==> config.mk <==
export PLATFORM = sky130hd
export DESIGN_NAME = reloc_mem_decoder
export DESIGN_NICKNAME = d
export VERILOG_FILES = /design/src/rtl/reloc_mem_decoder_pkg.sv /design/src/rtl/mdec_ctrl_reg.sv /design/src/rtl/mdec_window.sv /design/src/rtl/reloc_mem_decoder.sv
export SDC_FILE = /design/constraint.sdc
export NUM_CORES = 1
export LEC_CHECK = 0
export BUFFER_PORTS_ARGS = -buffer_cell sky130_fd_sc_hd__buf_4
export CAP_MARGIN = 10
export CORE_MARGIN = 2
export CORE_UTILIZATION = 49
export CTS_BUF_LIST = sky130_fd_sc_hd__clkbuf_4
export CTS_CLUSTER_SIZE = 30
export DETAILED_ROUTE_END_ITERATION = 12
export PLACE_DENSITY = 0.87
export RECOVER_POWER = 25
export SETUP_SLACK_MARGIN = 0.5
export SYNTH_ARGS = -nofsm -noshare
export SYNTH_HDL_FRONTEND = slang
export SYNTH_SLANG_ARGS = --single-unit
==> constraint.sdc <==
create_clock -name clk -period 3.22 [get_ports clk]
set_input_delay 0.161 -clock clk [delete_from_list [all_inputs] [get_ports clk]]
set_output_delay 0.161 -clock clk [all_outputs]
set_load 0.03 [all_outputs]
==> src/rtl/reloc_mem_decoder_pkg.sv <==
package reloc_mem_decoder_pkg;

  typedef enum logic [1:0] {
    LOC_LOW_TOP  = 2'b00,
    LOC_BOTTOM   = 2'b01,
    LOC_HIGH_TOP = 2'b10,
    LOC_RSVD     = 2'b11
  } reloc_e;

  typedef struct packed {
    reloc_e     reloc;
    logic       buf_hi;
    logic       fixed_one;
    logic [3:0] aux;
  } ctrl_t;

  localparam ctrl_t CTRL_RESET = '{reloc: LOC_LOW_TOP, buf_hi: 1'b0,
                                   fixed_one: 1'b1, aux: 4'h0};

endpackage

==> src/rtl/mdec_ctrl_reg.sv <==
module mdec_ctrl_reg
  import reloc_mem_decoder_pkg::*;
(
  input  logic       clk,
  input  logic       rst,
  input  logic       wr_en,
  input  logic       unlock,
  input  logic [7:0] wr_data,
  output ctrl_t      ctrl
);

  ctrl_t wr_view;
  ctrl_t ctrl_nxt;

  assign wr_view = ctrl_t'(wr_data);

  always_comb begin
    ctrl_nxt = ctrl;
    if (wr_en && unlock) begin
      ctrl_nxt.buf_hi = wr_view.buf_hi;
      ctrl_nxt.aux    = wr_view.aux;
      if (wr_view.reloc != LOC_RSVD)
        ctrl_nxt.reloc = wr_view.reloc;
    end
    ctrl_nxt.fixed_one = 1'b1;
  end

  always_ff @(posedge clk) begin
    if (rst) ctrl <= CTRL_RESET;
    else     ctrl <= ctrl_nxt;
  end

endmodule

==> src/rtl/mdec_window.sv <==
module mdec_window #(
  parameter int ADDR_W = 24,
  parameter int SPAN_W = 13,
  localparam int TAG_W = ADDR_W - SPAN_W
) (
  input  logic [ADDR_W-1:0] addr,
  input  logic [TAG_W-1:0]  base_tag,
  output logic              hit,
  output logic [SPAN_W-1:0] offset
);

  assign hit    = (addr[ADDR_W-1:SPAN_W] == base_tag);
  assign offset = addr[SPAN_W-1:0];

endmodule

==> src/rtl/reloc_mem_decoder.sv <==
module reloc_mem_decoder
  import reloc_mem_decoder_pkg::*;
#(
  parameter int              ADDR_W    = 24,
  parameter int              BIG_AW    = 13,
  parameter int              SMALL_AW  = 10,
  parameter int              BUF_AW    = 8,
  parameter logic [ADDR_W-1:0] LT_SMALL = 24'h00DC00,
  parameter logic [ADDR_W-1:0] LT_BIG   = 24'h00E000,
  parameter logic [ADDR_W-1:0] BT_BIG   = 24'h000000,
  parameter logic [ADDR_W-1:0] BT_SMALL = 24'h002000,
  parameter logic [ADDR_W-1:0] HT_SMALL = 24'hFFDC00,
  parameter logic [ADDR_W-1:0] HT_BIG   = 24'hFFE000,
  parameter logic [ADDR_W-1:0] BUF_LO   = 24'h00DB00,
  parameter logic [ADDR_W-1:0] BUF_HI   = 24'hFFDB00
) (
  input  logic              clk,
  input  logic              rst,
  input  logic              wr_en,
  input  logic              unlock,
  input  logic [7:0]        wr_data,
  output logic [7:0]        ctrl_q,
  input  logic              acc_valid,
  input  logic [ADDR_W-1:0] acc_addr,
  output logic              sel_big,
  output logic [BIG_AW-1:0] off_big,
  output logic              sel_small,
  output logic [SMALL_AW-1:0] off_small,
  output logic              sel_buf,
  output logic [BUF_AW-1:0] off_buf
);

  localparam int BIG_TW   = ADDR_W - BIG_AW;
  localparam int SMALL_TW = ADDR_W - SMALL_AW;
  localparam int BUF_TW   = ADDR_W - BUF_AW;

  ctrl_t ctrl;

  mdec_ctrl_reg u_reg (
    .clk     (clk),
    .rst     (rst),
    .wr_en   (wr_en),
    .unlock  (unlock),
    .wr_data (wr_data),
    .ctrl    (ctrl)
  );

  assign ctrl_q = ctrl;

  // Window base selection from the current (pre-write) register value
  logic [BIG_TW-1:0]   big_tag;
  logic [SMALL_TW-1:0] small_tag;
  logic [BUF_TW-1:0]   buf_tag;

  always_comb begin
    unique case (ctrl.reloc)
      LOC_BOTTOM: begin
        big_tag   = BT_BIG[ADDR_W-1:BIG_AW];
        small_tag = BT_SMALL[ADDR_W-1:SMALL_AW];
      end
      LOC_HIGH_TOP: begin
        big_tag   = HT_BIG[ADDR_W-1:BIG_AW];
        small_tag = HT_SMALL[ADDR_W-1:SMALL_AW];
      end
      default: begin
        big_tag   = LT_BIG[ADDR_W-1:BIG_AW];
        small_tag = LT_SMALL[ADDR_W-1:SMALL_AW];
      end
    endcase
    buf_tag = ctrl.buf_hi ? BUF_HI[ADDR_W-1:BUF_AW] : BUF_LO[ADDR_W-1:BUF_AW];
  end

  logic                hit_big, hit_small, hit_buf;
  logic [BIG_AW-1:0]   o_big;
  logic [SMALL_AW-1:0] o_small;
  logic [BUF_AW-1:0]   o_buf;

  mdec_window #(.ADDR_W(ADDR_W), .SPAN_W(BIG_AW)) u_win_big (
    .addr(acc_addr), .base_tag(big_tag), .hit(hit_big), .offset(o_big));

  mdec_window #(.ADDR_W(ADDR_W), .SPAN_W(SMALL_AW)) u_win_small (
    .addr(acc_addr), .base_tag(small_tag), .hit(hit_small), .offset(o_small));

  mdec_window #(.ADDR_W(ADDR_W), .SPAN_W(BUF_AW)) u_win_buf (
    .addr(acc_addr), .base_tag(buf_tag), .hit(hit_buf), .offset(o_buf));

  // Priority: buffer, then small SRAM, then big SRAM
  logic pick_buf, pick_small, pick_big;
  assign pick_buf   = acc_valid && hit_buf;
  assign pick_small = acc_valid && hit_small && !hit_buf;
  assign pick_big   = acc_valid && hit_big && !hit_buf && !hit_small;

  always_ff @(posedge clk) begin
    if (rst) begin
      sel_big   <= 1'b0;
      sel_small <= 1'b0;
      sel_buf   <= 1'b0;
      off_big   <= '0;
      off_small <= '0;
      off_buf   <= '0;
    end else begin
      sel_big   <= pick_big;
      sel_small <= pick_small;
      sel_buf   <= pick_buf;
      off_big   <= pick_big   ? o_big   : '0;
      off_small <= pick_small ? o_small : '0;
      off_buf   <= pick_buf   ? o_buf   : '0;
    end
  end

endmodule

==> run metrics, run 1 <==
status=complete, no violations; Post-CTS Setup Bufs=0; Synth Net Count=184; final period demand of the worst path=1920 ps; commonest non-fill, non-tap cell in the layout=buf_4; pwr dens=slightly above 400 nW/um^2; register area=821 um^2; Die Width=between 50 and 60 um; initial core utilization=50.6%; most frequent cells in the layout=buf_4, dfxtp_1, nor3_1; post-CTS resize count=0; post-DR wirelength/cell=around 13 um; syn_area_per_cell=10.2 um^2; antenna cells=0; post-DP HPWL=2.44 mm; largest net degree at the start of global routing=26; post-layout net count=258; routed vias=around 1,300; RSZ-0062 raised after global routing=false; final period utilization=59.5%; Clk pwr share=26.3%; Int Pwr=0.000631 W; WS Path Type=reg -> reg; clock transition at the registers of the reported paths=100 ps; Hold Path Origin=rst; final hold vios=0; CP arrival=2090 ps; #FFs+latches synth=41; Min-Delay Path Class=in -> reg; initial antenna violation count=0; H-Tree Level Count=2; Sw Share=23.0%; Initial DRC Count=27; Cells after Synth=roughly 150; Post-synth EDFFs=0; IO Port Bufs=76; reg2reg path depth=4; first-pass GRT wire length=4.91 mm; Seq/Total Area, Yosys=54.5%; Synth area leaders=dfxtp_1, nor3_1, nor4_2; crit path capture type=flip-flop; # Max-Cap Violations=0; Layout Cells excl Fill=about 250; DRT antenna net count=0; vias in the first global route=between 1,000 and 1,500; Worst Tran Pin Value=roughly 1100 ps; Ys Warns=0; DRT Pass-1 Iters=4; startpoint class of the critical path=flip-flop; Critical Path RT=between 3000 and 4000 ps; CTS tree=done; Setup Viol. Count Final=0; Fillers=256; clk_skew=3.82 ps; Distinct cells, synth=32; cell total after placement=between 200 and 250; Core Box Area=2980 um^2; clock net sink count=41; GPL Wtd Cong=between 0.7 and 0.8; Hold Crit Endpoint=u_reg.ctrl[3]; grt ovf=0; Worst R2R Setup Slack=about 1300 ps; Critical R2R Launch=u_reg.ctrl[7]; IO Pins=79; clk root buf=clkbuf_4; setup TNS=0 ps; maximum clock frequency=approximately 520 MHz; hold-fix buffers at CTS=0; Area Overhead vs Synth=35.2%; # DRC=0; Clock Path Buffers=2; Max IR drop VDD=0.288 mV; Crit Path Max Fanout=25; DIE AREA=3530 um^2; Comb pwr share=10.9%; Lkg Pwr=around 0.91 nW; top-area cell type share of the netlist area=54.5%; Hold Path Cell Cnt=2; Routed WL=3.23 mm; top cell type by total area after synthesis=dfxtp_1; layout cells sized above 1=37.3%; GRT Overall Usage=between 10% and 20%; CTS buffer count=5; Slew headroom=between 20% and 30%; P_sw=0.000188 W; top_reg_cell synth=dfxtp_1; Crit Reg-Reg Endpoint=off_big[10]; Multi-input gate area=569 um^2; final slew viol count=0; async set or reset register ratio after synthesis=0%; Seq pwr share=62.8%; Cell Area, Synth=1510 um^2; clk_lat worst skew=320 ps; site row count=20; die height=just under 60 um; vias per cell=5.09
==> metrics by stage <==
stage / cell area (um^2) / hold slack [ps] / utilization (%) / setup slack [ps] / power [W]
6_report: 2040 / 43.1 / 68.4 / 1300 / 0.000819
5_1_grt: 2040 / 9.35 / 68.4 / 1090 / 0.000859
4_1_cts: 2090 / 21.0 / 70.0 / 1260 / 0.000831
3_5_place_dp: 2040 / 389 / 68.6 / 1300 / 0.000616
3_3_place_gp: 2040 / 387 / 68.6 / 1300 / 0.000614
2_1_floorplan: 1510 / 281 / - / 1540 / 0.000567
==> power groups by stage <==
| stage | clock (W) | sequential, W | combinational, W |
|---|---|---|---|
| final | 0.000215 | 0.000514 | 0.0000892 |
| after global routing | 0.000246 | 0.000515 | 0.0000975 |
| after CTS | 0.000226 | 0.000515 | 0.0000898 |
| after detailed placement | 0 | 0.000526 | 0.0000893 |
| after global placement | 0 | 0.000526 | 0.0000880 |
| after floorplan | 0 | 0.000534 | 0.0000329 |
==> worst max-delay path: stages (launching register included) <==
cell      delay (ps)
dfxtp_1          440
nand2b_1         210
nor4_1            80
o22ai_2          910
nor3_1           120
==> how the worst max path moves through the flow <==
stage                        startpoint      endpoint  cells past startpoint
after CTS                 u_reg.ctrl[7]     sel_small                      4
after global placement     acc_addr[17]   off_big[12]                      5
after detailed placement   acc_addr[17]    off_big[1]                      5
final                     u_reg.ctrl[7]   off_big[10]                      4
after global routing      u_reg.ctrl[7]  off_small[1]                      4
after floorplan           u_reg.ctrl[6]    off_big[4]                      5
==> sequential cells by signal, indices dropped and copies added (netlist names) <==
| signal | cells |
|---|---|
| off_big | 13 |
| off_small | 10 |
| off_buf | 8 |
| u_reg.ctrl | 7 |
| sel_big | 1 |
| sel_buf | 1 |
| sel_small | 1 |
==> routing by layer <==
layer / part of all wire [%] / wire length [um] / global-route usage, % / up-vias
li1: - / - / - / 652
met1: 39 / 1270 / 19.8 / 568
met2: 49 / 1570 / 32.3 / 64
met3: 11 / 361 / 8.95 / 4
met4: 0.62 / 20 / 7.14 / 0
met5: 0 / 0 / 0 / -
==> Yosys cell counts, types with 2 or more instances <==
cell      instances
a21oi_1           5
nand2b_1          2
nand3_1           6
nor2_1            7
nand2_1           9
clkbuf_1          3
nor4b_1           2
buf_6             5
inv_1            11
and3_1            9
nor3_1           16
dfxtp_1          41
xnor2_1           2
nor4_2            6
nor4_1            6
==> logic make-up (layout without fill, tap and decap cells) <==
logic type	Yosys count	count (layout)	share of synthesized area (%)
and+or+nand+nor	73	73	31.6
DFF	41	41	54.5
buffers and inverters	20	93	7.72
xor gates and xnor gates	2	2	1.16
AOI/OAI and AO/OA	10	10	4.82
other	1	1	0.249
==> cell type report <==
| class | instances | share of cell area (%) |
|---|---|---|
| well taps | 33 | 2.03 |
| clock inverters | 1 | 0.246 |
| multi-input cells | 86 | 27.9 |
| clock buffers | 5 | 1.84 |
| inverters | 11 | 2.03 |
| repair buffers | 76 | 25.6 |
| flip-flops and latches | 41 | 40.3 |
(Power assumes the default switching activity.)
==> inputs of run 2 (changes only) <==
--- a/config.mk
+++ b/config.mk
@@ -8,11 +8,11 @@
 export BUFFER_PORTS_ARGS = -buffer_cell sky130_fd_sc_hd__buf_4
 export CAP_MARGIN = 10
 export CORE_MARGIN = 2
-export CORE_UTILIZATION = 49
+export CORE_UTILIZATION = 41
 export CTS_BUF_LIST = sky130_fd_sc_hd__clkbuf_4
 export CTS_CLUSTER_SIZE = 30
 export DETAILED_ROUTE_END_ITERATION = 12
-export PLACE_DENSITY = 0.87
+export PLACE_DENSITY = 0.78
 export RECOVER_POWER = 25
 export SETUP_SLACK_MARGIN = 0.5
 export SYNTH_ARGS = -nofsm -noshare
==> constraint.sdc (replaced) <==
create_clock -name clk -period 1.65 [get_ports clk]
set_input_delay 0.0825 -clock clk [delete_from_list [all_inputs] [get_ports clk]]
set_output_delay 0.0825 -clock clk [all_outputs]
set_load 0.03 [all_outputs]
==> run metrics, run 2 (same netlist as run 1, synthesis figures left out) <==
site row count=22; Hold Path Origin=wr_data[6]; Initial DRC Count=27; clk root buf=clkbuf_4; # DRC=0; Min-Delay Path Class=in -> reg; maximum clock frequency=632 MHz; pre-CTS setup slack=-33.7 ps; Critical Path RT=1880 ps; DRT Pass-1 Iters=4; Hold Path Cell Cnt=4; final period demand of the worst path=1580 ps; vias in the first global route=1,406; cell total after placement=271; IO Pins=79; commonest non-fill, non-tap cell in the layout=buf_4; Core Box Area=3610 um^2; routed vias=between 1,000 and 1,500; largest register by flop count=off_big; layout cells sized above 1=47.7%; post-layout net count=296; Lkg Pwr=1.14 nW; Routed WL=4.32 mm; P_sw=0.000432 W; H-Tree Level Count=2; Seq pwr share=53.1%; startpoint class of the critical path=flip-flop; clock net sink count=around 40; Hold Crit Endpoint=u_reg.ctrl[7]; pwr dens=between 700 and 800 nW/um^2; initial core utilization=41.8%; Hold Slack=approximately 4.7 ps; initial antenna violation count=0; Layout Cells excl Fill=308; final period utilization=95.9%; Worst R2R Setup Slack=approximately 67 ps; # Max-Cap Violations=0; Max IR drop VDD=0.425 mV; DIE AREA=approximately 4200 um^2; final hold vios=0; grt ovf=0; Setup Viol. Count Final=0; IO Port Bufs=76; Die Width=between 60 and 70 um; Clock Path Buffers=2; DRT antenna net count=0; Sw Share=22.9%; clk_skew=9.50 ps; post-DR wirelength/cell=14.0 um; Clk pwr share=33.6%; clock transition at the registers of the reported paths=about 120 ps; clk_lat worst skew=340 ps; crit path capture type=flip-flop; CTS buffer count=5; Fillers=286; CP arrival=1810 ps; Critical R2R Launch=u_reg.ctrl[5]; vias per cell=4.81; status=complete, no violations; GPL Wtd Cong=between 0.8 and 0.9; die height=64.6 um; Int Pwr=0.00146 W; Crit Reg-Reg Endpoint=off_big[1]; Pwr Total=0.00189 W; Comb pwr share=a little over an eighth; most frequent cells in the layout=buf_4, dfxtp_1, dlygate4sd3_1; RSZ-0062 raised after global routing=true; Crit Path Max Fanout=10; post-DP HPWL=2.54 mm; Largest regs=off_big: 13 flops, off_small: 10 flops, off_buf: 8 flops; GRT Overall Usage=20.4%; first-pass GRT wire length=6.45 mm; antenna cells=0; final slew viol count=0; largest net degree at the start of global routing=22; CTS tree=done; Area Overhead vs Synth=75.2%; Final Worst Setup Slack=66.9 ps; WS Path Type=reg -> reg; max reg flops=13; reg2reg path depth=5
==> run 2: cell count changes in the layout (fill, tap and decap cells not counted), sizes merged <==
cell	change
buf	+18
dlygate4sd3	+16
clkbuf	+4
bufinv	+1
o22ai	+1
==> run 2: through the flow <==
stage	utilization, %	setup TNS, ps	cell area (um^2)
detailed placement	60.9	-68.0	2190
global route	73.2	0	2640
CTS	71.9	0	2590
floorplan	-	0	1560
global placement	60.9	0	2190
finish	73.2	0	2640
==> run 2: layout make-up <==
cell class | instances | area (um^2) | share of cell area [%]
Clock inverter | 2 | 33.8 | 1.28
Timing Repair Buffer | 113 | 882 | 33.4
Clock buffer | 6 | 45.0 | 1.71
Inverter | 11 | 41.3 | 1.56
Sequential cell | 41 | 832 | 31.5
Multi-Input combinational cell | 87 | 746 | 28.2
Tap cell | 48 | 60.1 | 2.27
==> run 2: power groups by stage <==
stage          logic [W]  clock network (W)  registers (W)
6_report        0.000251           0.000635        0.00100
5_1_grt         0.000268           0.000686        0.00100
4_1_cts         0.000235           0.000641        0.00100
3_5_place_dp    0.000185                  0        0.00103
3_3_place_gp    0.000182                  0        0.00103
2_1_floorplan  0.0000677                  0        0.00104
==> run 2: worst max-delay path by stage <==
stage,startpoint,endpoint,slack (ps),cells after the start
after floorplan,u_reg.ctrl[6],off_small[0],180,5
after CTS,u_reg.ctrl[5],off_buf[1],120,5
final,u_reg.ctrl[5],off_big[1],70,5
after global placement,acc_addr[17],off_big[4],10,6
after global routing,u_reg.ctrl[6],off_big[9],30,6
after detailed placement,acc_addr[17],off_big[4],-30,6
==> run 2: layer usage <==
| metal | track usage (%) | routed length (um) | vias to the layer above |
|---|---|---|---|
| met4 | 6.65 | 72 | 0 |
| met2 | 36.6 | 2170 | 69 |
| met5 | 0 | 0 | - |
| met3 | 8.16 | 358 | 10 |
| met1 | 21.7 | 1720 | 668 |
| li1 | - | - | 734 |
==> run 2: timing repair <==
action / 4_1_cts / 5_1_grt
hold buffers: 16 / 0
endpoints found under the hold margin: 19 / 0
cloned: 1 / 2
endpoints found under the setup margin: 34 / 35
gates resized for setup: 15 / 11
setup buffers: 9 / 1
pin swaps: 6 / 4
==> run 2: critical path: stages (launching register included) <==
cell and delay [ps]:
dfxtp_4 370, or3_4 400, nor4_4 160, o2111a_2 290, clkbuf_16 190, nor4_1 50
==> inputs of run 3 (changes only) <==
--- a/config.mk
+++ b/config.mk
@@ -5,6 +5,7 @@
 export SDC_FILE = /design/constraint.sdc
 export NUM_CORES = 1
 export LEC_CHECK = 0
+export ABC_AREA = 1
 export BUFFER_PORTS_ARGS = -buffer_cell sky130_fd_sc_hd__buf_4
 export CAP_MARGIN = 10
 export CORE_MARGIN = 2
==> run metrics, run 3 <==
design area=approximately 2500 um^2; Critical Path RT=1940 ps; Largest regs=off_big: 13 flops, off_small: 10 flops, off_buf: 8 flops; Clock Path Buffers=2; Min-Delay Path Class=in -> reg; Routed WL=roughly 4.2 mm; status=complete, but fails checks; maximum clock frequency=710 MHz; Cells after Synth=195; Slew headroom=48.4%; #FFs+latches synth=41; final slew viol count=0; Synth Net Count=approximately 230; top cell type by total area after synthesis=dfxtp_1; initial core utilization=43.5%; DRT antenna net count=0; Lkg Pwr=around 1.3 nW; post-layout net count=338; max incr delay on CP=400 ps; site row count=21; worst-path cell chain=buf_4, nand3_1, nand2_1, nor2_2, nand3_2, nor2_4, nand2_4, nor2_2; RSZ-0062 raised after global routing=true; # DRC=0; grt ovf=0; crit path capture type=flip-flop; vias in the first global route=1,443; final period utilization=85.4%; antenna cells=0; Setup Viol. Count Final=0; Cell Area, Synth=1490 um^2; CTS tree=done; Seq/Total Area, Yosys=55.3%; syn_area_per_cell=around 7.6 um^2; largest net degree at the start of global routing=13; clk_skew=11.6 ps; top_reg_cell synth=dfxtp_1; Post-synth EDFFs=0; first-pass GRT wire length=between 6 and 7 mm; Post-DP Area=2100 um^2; final period demand of the worst path=1410 ps; post-DR wirelength/cell=12.1 um; WS Path Type=reg -> reg; clock transition at the registers of the reported paths=120 ps; async set or reset register ratio after synthesis=0%; Area Overhead vs Synth=70.1%; Ys Warns=0; routed vias=1,528; Distinct cells, synth=18; H-Tree Level Count=2; # Max-Cap Violations=0; most frequent cells in the layout=buf_4, dfxtp_1, nor2_1; GRT Overall Usage=19.7%; setup TNS=0 ps; Die Width=64.2 um; layout cells sized above 1=43.9%; Crit Path Max Fanout=7; largest register by flop count=off_big; commonest cells in the netlist=nor2_1, dfxtp_1, nand2_1, inv_1, nor2_2; CTS buffer count=5; DRT Pass-1 Iters=5; CP arrival=roughly 1700 ps; worst path bufs/invs=1; most used standard cell by instance count after synthesis=nor2_1; vias per cell=roughly 4.4; cell repeated most along the worst path=nor2_2; Worst Tran Pin Value=771 ps; GPL Wtd Cong=0.802; clock net sink count=41; top-area cell type share of the netlist area=55.3%; startpoint class of the critical path=flip-flop; critical path's slowest cell=dfxtp_4; Hold Slack=-4.64 ps; IO Port Bufs=76; failing checks=hold timing; pwr dens=roughly 700 nW/um^2; Synth area leaders=dfxtp_1, nor2_1, nand2_1; post-DP HPWL=2.46 mm; commonest non-fill, non-tap cell in the layout=buf_4; Core Box Area=3420 um^2; clk_lat worst skew=350 ps; clk root buf=clkbuf_4; max reg flops=13; initial antenna violation count=0; DIE AREA=between 4000 and 5000 um^2; final hold vios=1; Initial DRC Count=51; die height=roughly 64 um; IO Pins=79; cell family with most CP delay=simple AND/OR/NAND/NOR gates; Max IR drop VDD=0.531 mV
-- run 3: cell families (layout without fill, tap and decap cells) --
logic type,count (synthesis),after routing,share of synthesized area [%]
AND/OR/NAND/NOR,110,113,31.3
other,1,1,0.252
AO/OA/AOI/OAI,9,9,3.29
buffers and inverters,34,137,9.86
flip-flops,41,41,55.3
-- run 3: stage by stage --
stage | power (W) | setup slack [ps] | std cells | util (%)
floorplan | 0.00113 | 401 | 195 | -
global route | 0.00183 | 175 | 347 | 74.0
finish | 0.00175 | 241 | 347 | 74.0
CTS | 0.00171 | 314 | 345 | 70.8
detailed placement | 0.00123 | 204 | 314 | 61.5
global placement | 0.00123 | 238 | 314 | 61.5
-- run 3: layer usage --
| metal | vias to the layer above | part of all wire [%] | GRT usage (%) | wire, um |
|---|---|---|---|---|
| met3 | 9 | 7.2 | 5.28 | 302 |
| met4 | 0 | 1.5 | 7.18 | 63 |
| met1 | 672 | 38 | 20.4 | 1610 |
| li1 | 789 | - | - | - |
| met5 | - | 0 | 0 | 0 |
| met2 | 58 | 53 | 37.6 | 2230 |
-- run 3: cell type report --
class / instances / area, um^2
Fill cell: 280 / 890
Inverter: 31 / 124
Timing Repair Buffer: 99 / 742
Clock buffer: 5 / 37.5
Multi-Input combinational cell: 123 / 727
Sequential cell: 41 / 828
Tap cell: 46 / 57.6
Clock inverter: 2 / 10.0
-- run 3: tightest hold or removal path: cells and delay by family --
family | cells | cell delay [ps]
buffers and inverters | 1 | 80
AOI/OAI and AO/OA | 1 | 80
and+or+nand+nor | 1 | 80
-- run 3: final timing paths --
kind | start | endpoint | slack, ps | depth (start not counted)
worst max-delay path | u_reg.ctrl[6] | off_small[1] | 240 | 8
worst min-delay path | wr_data[1] | u_reg.ctrl[1] | -5 | 3
worst max register to register | u_reg.ctrl[6] | off_small[1] | 240 | 8
worst min register to register | u_reg.ctrl[0] | u_reg.ctrl[0] | 500 | 2
-- run 3: repair_timing --
item | 4_1_cts | 5_1_grt
endpoints found under the setup margin | 34 | 34
hold buffers | 15 | 1
resized for setup | 19 | 40
hold endpoints to repair | 31 | 1
setup buffers | 7 | 0
cloned | 2 | 1
pin swaps | 6 | 13
-- run 3: power breakdown --
part / internal, W / switching, W / leakage (nW)
clock: 0.000155 / 0.000315 / 0.0290
combinational: 0.000133 / 0.000139 / 0.903
sequential: 0.000998 / 0.0000113 / 0.333
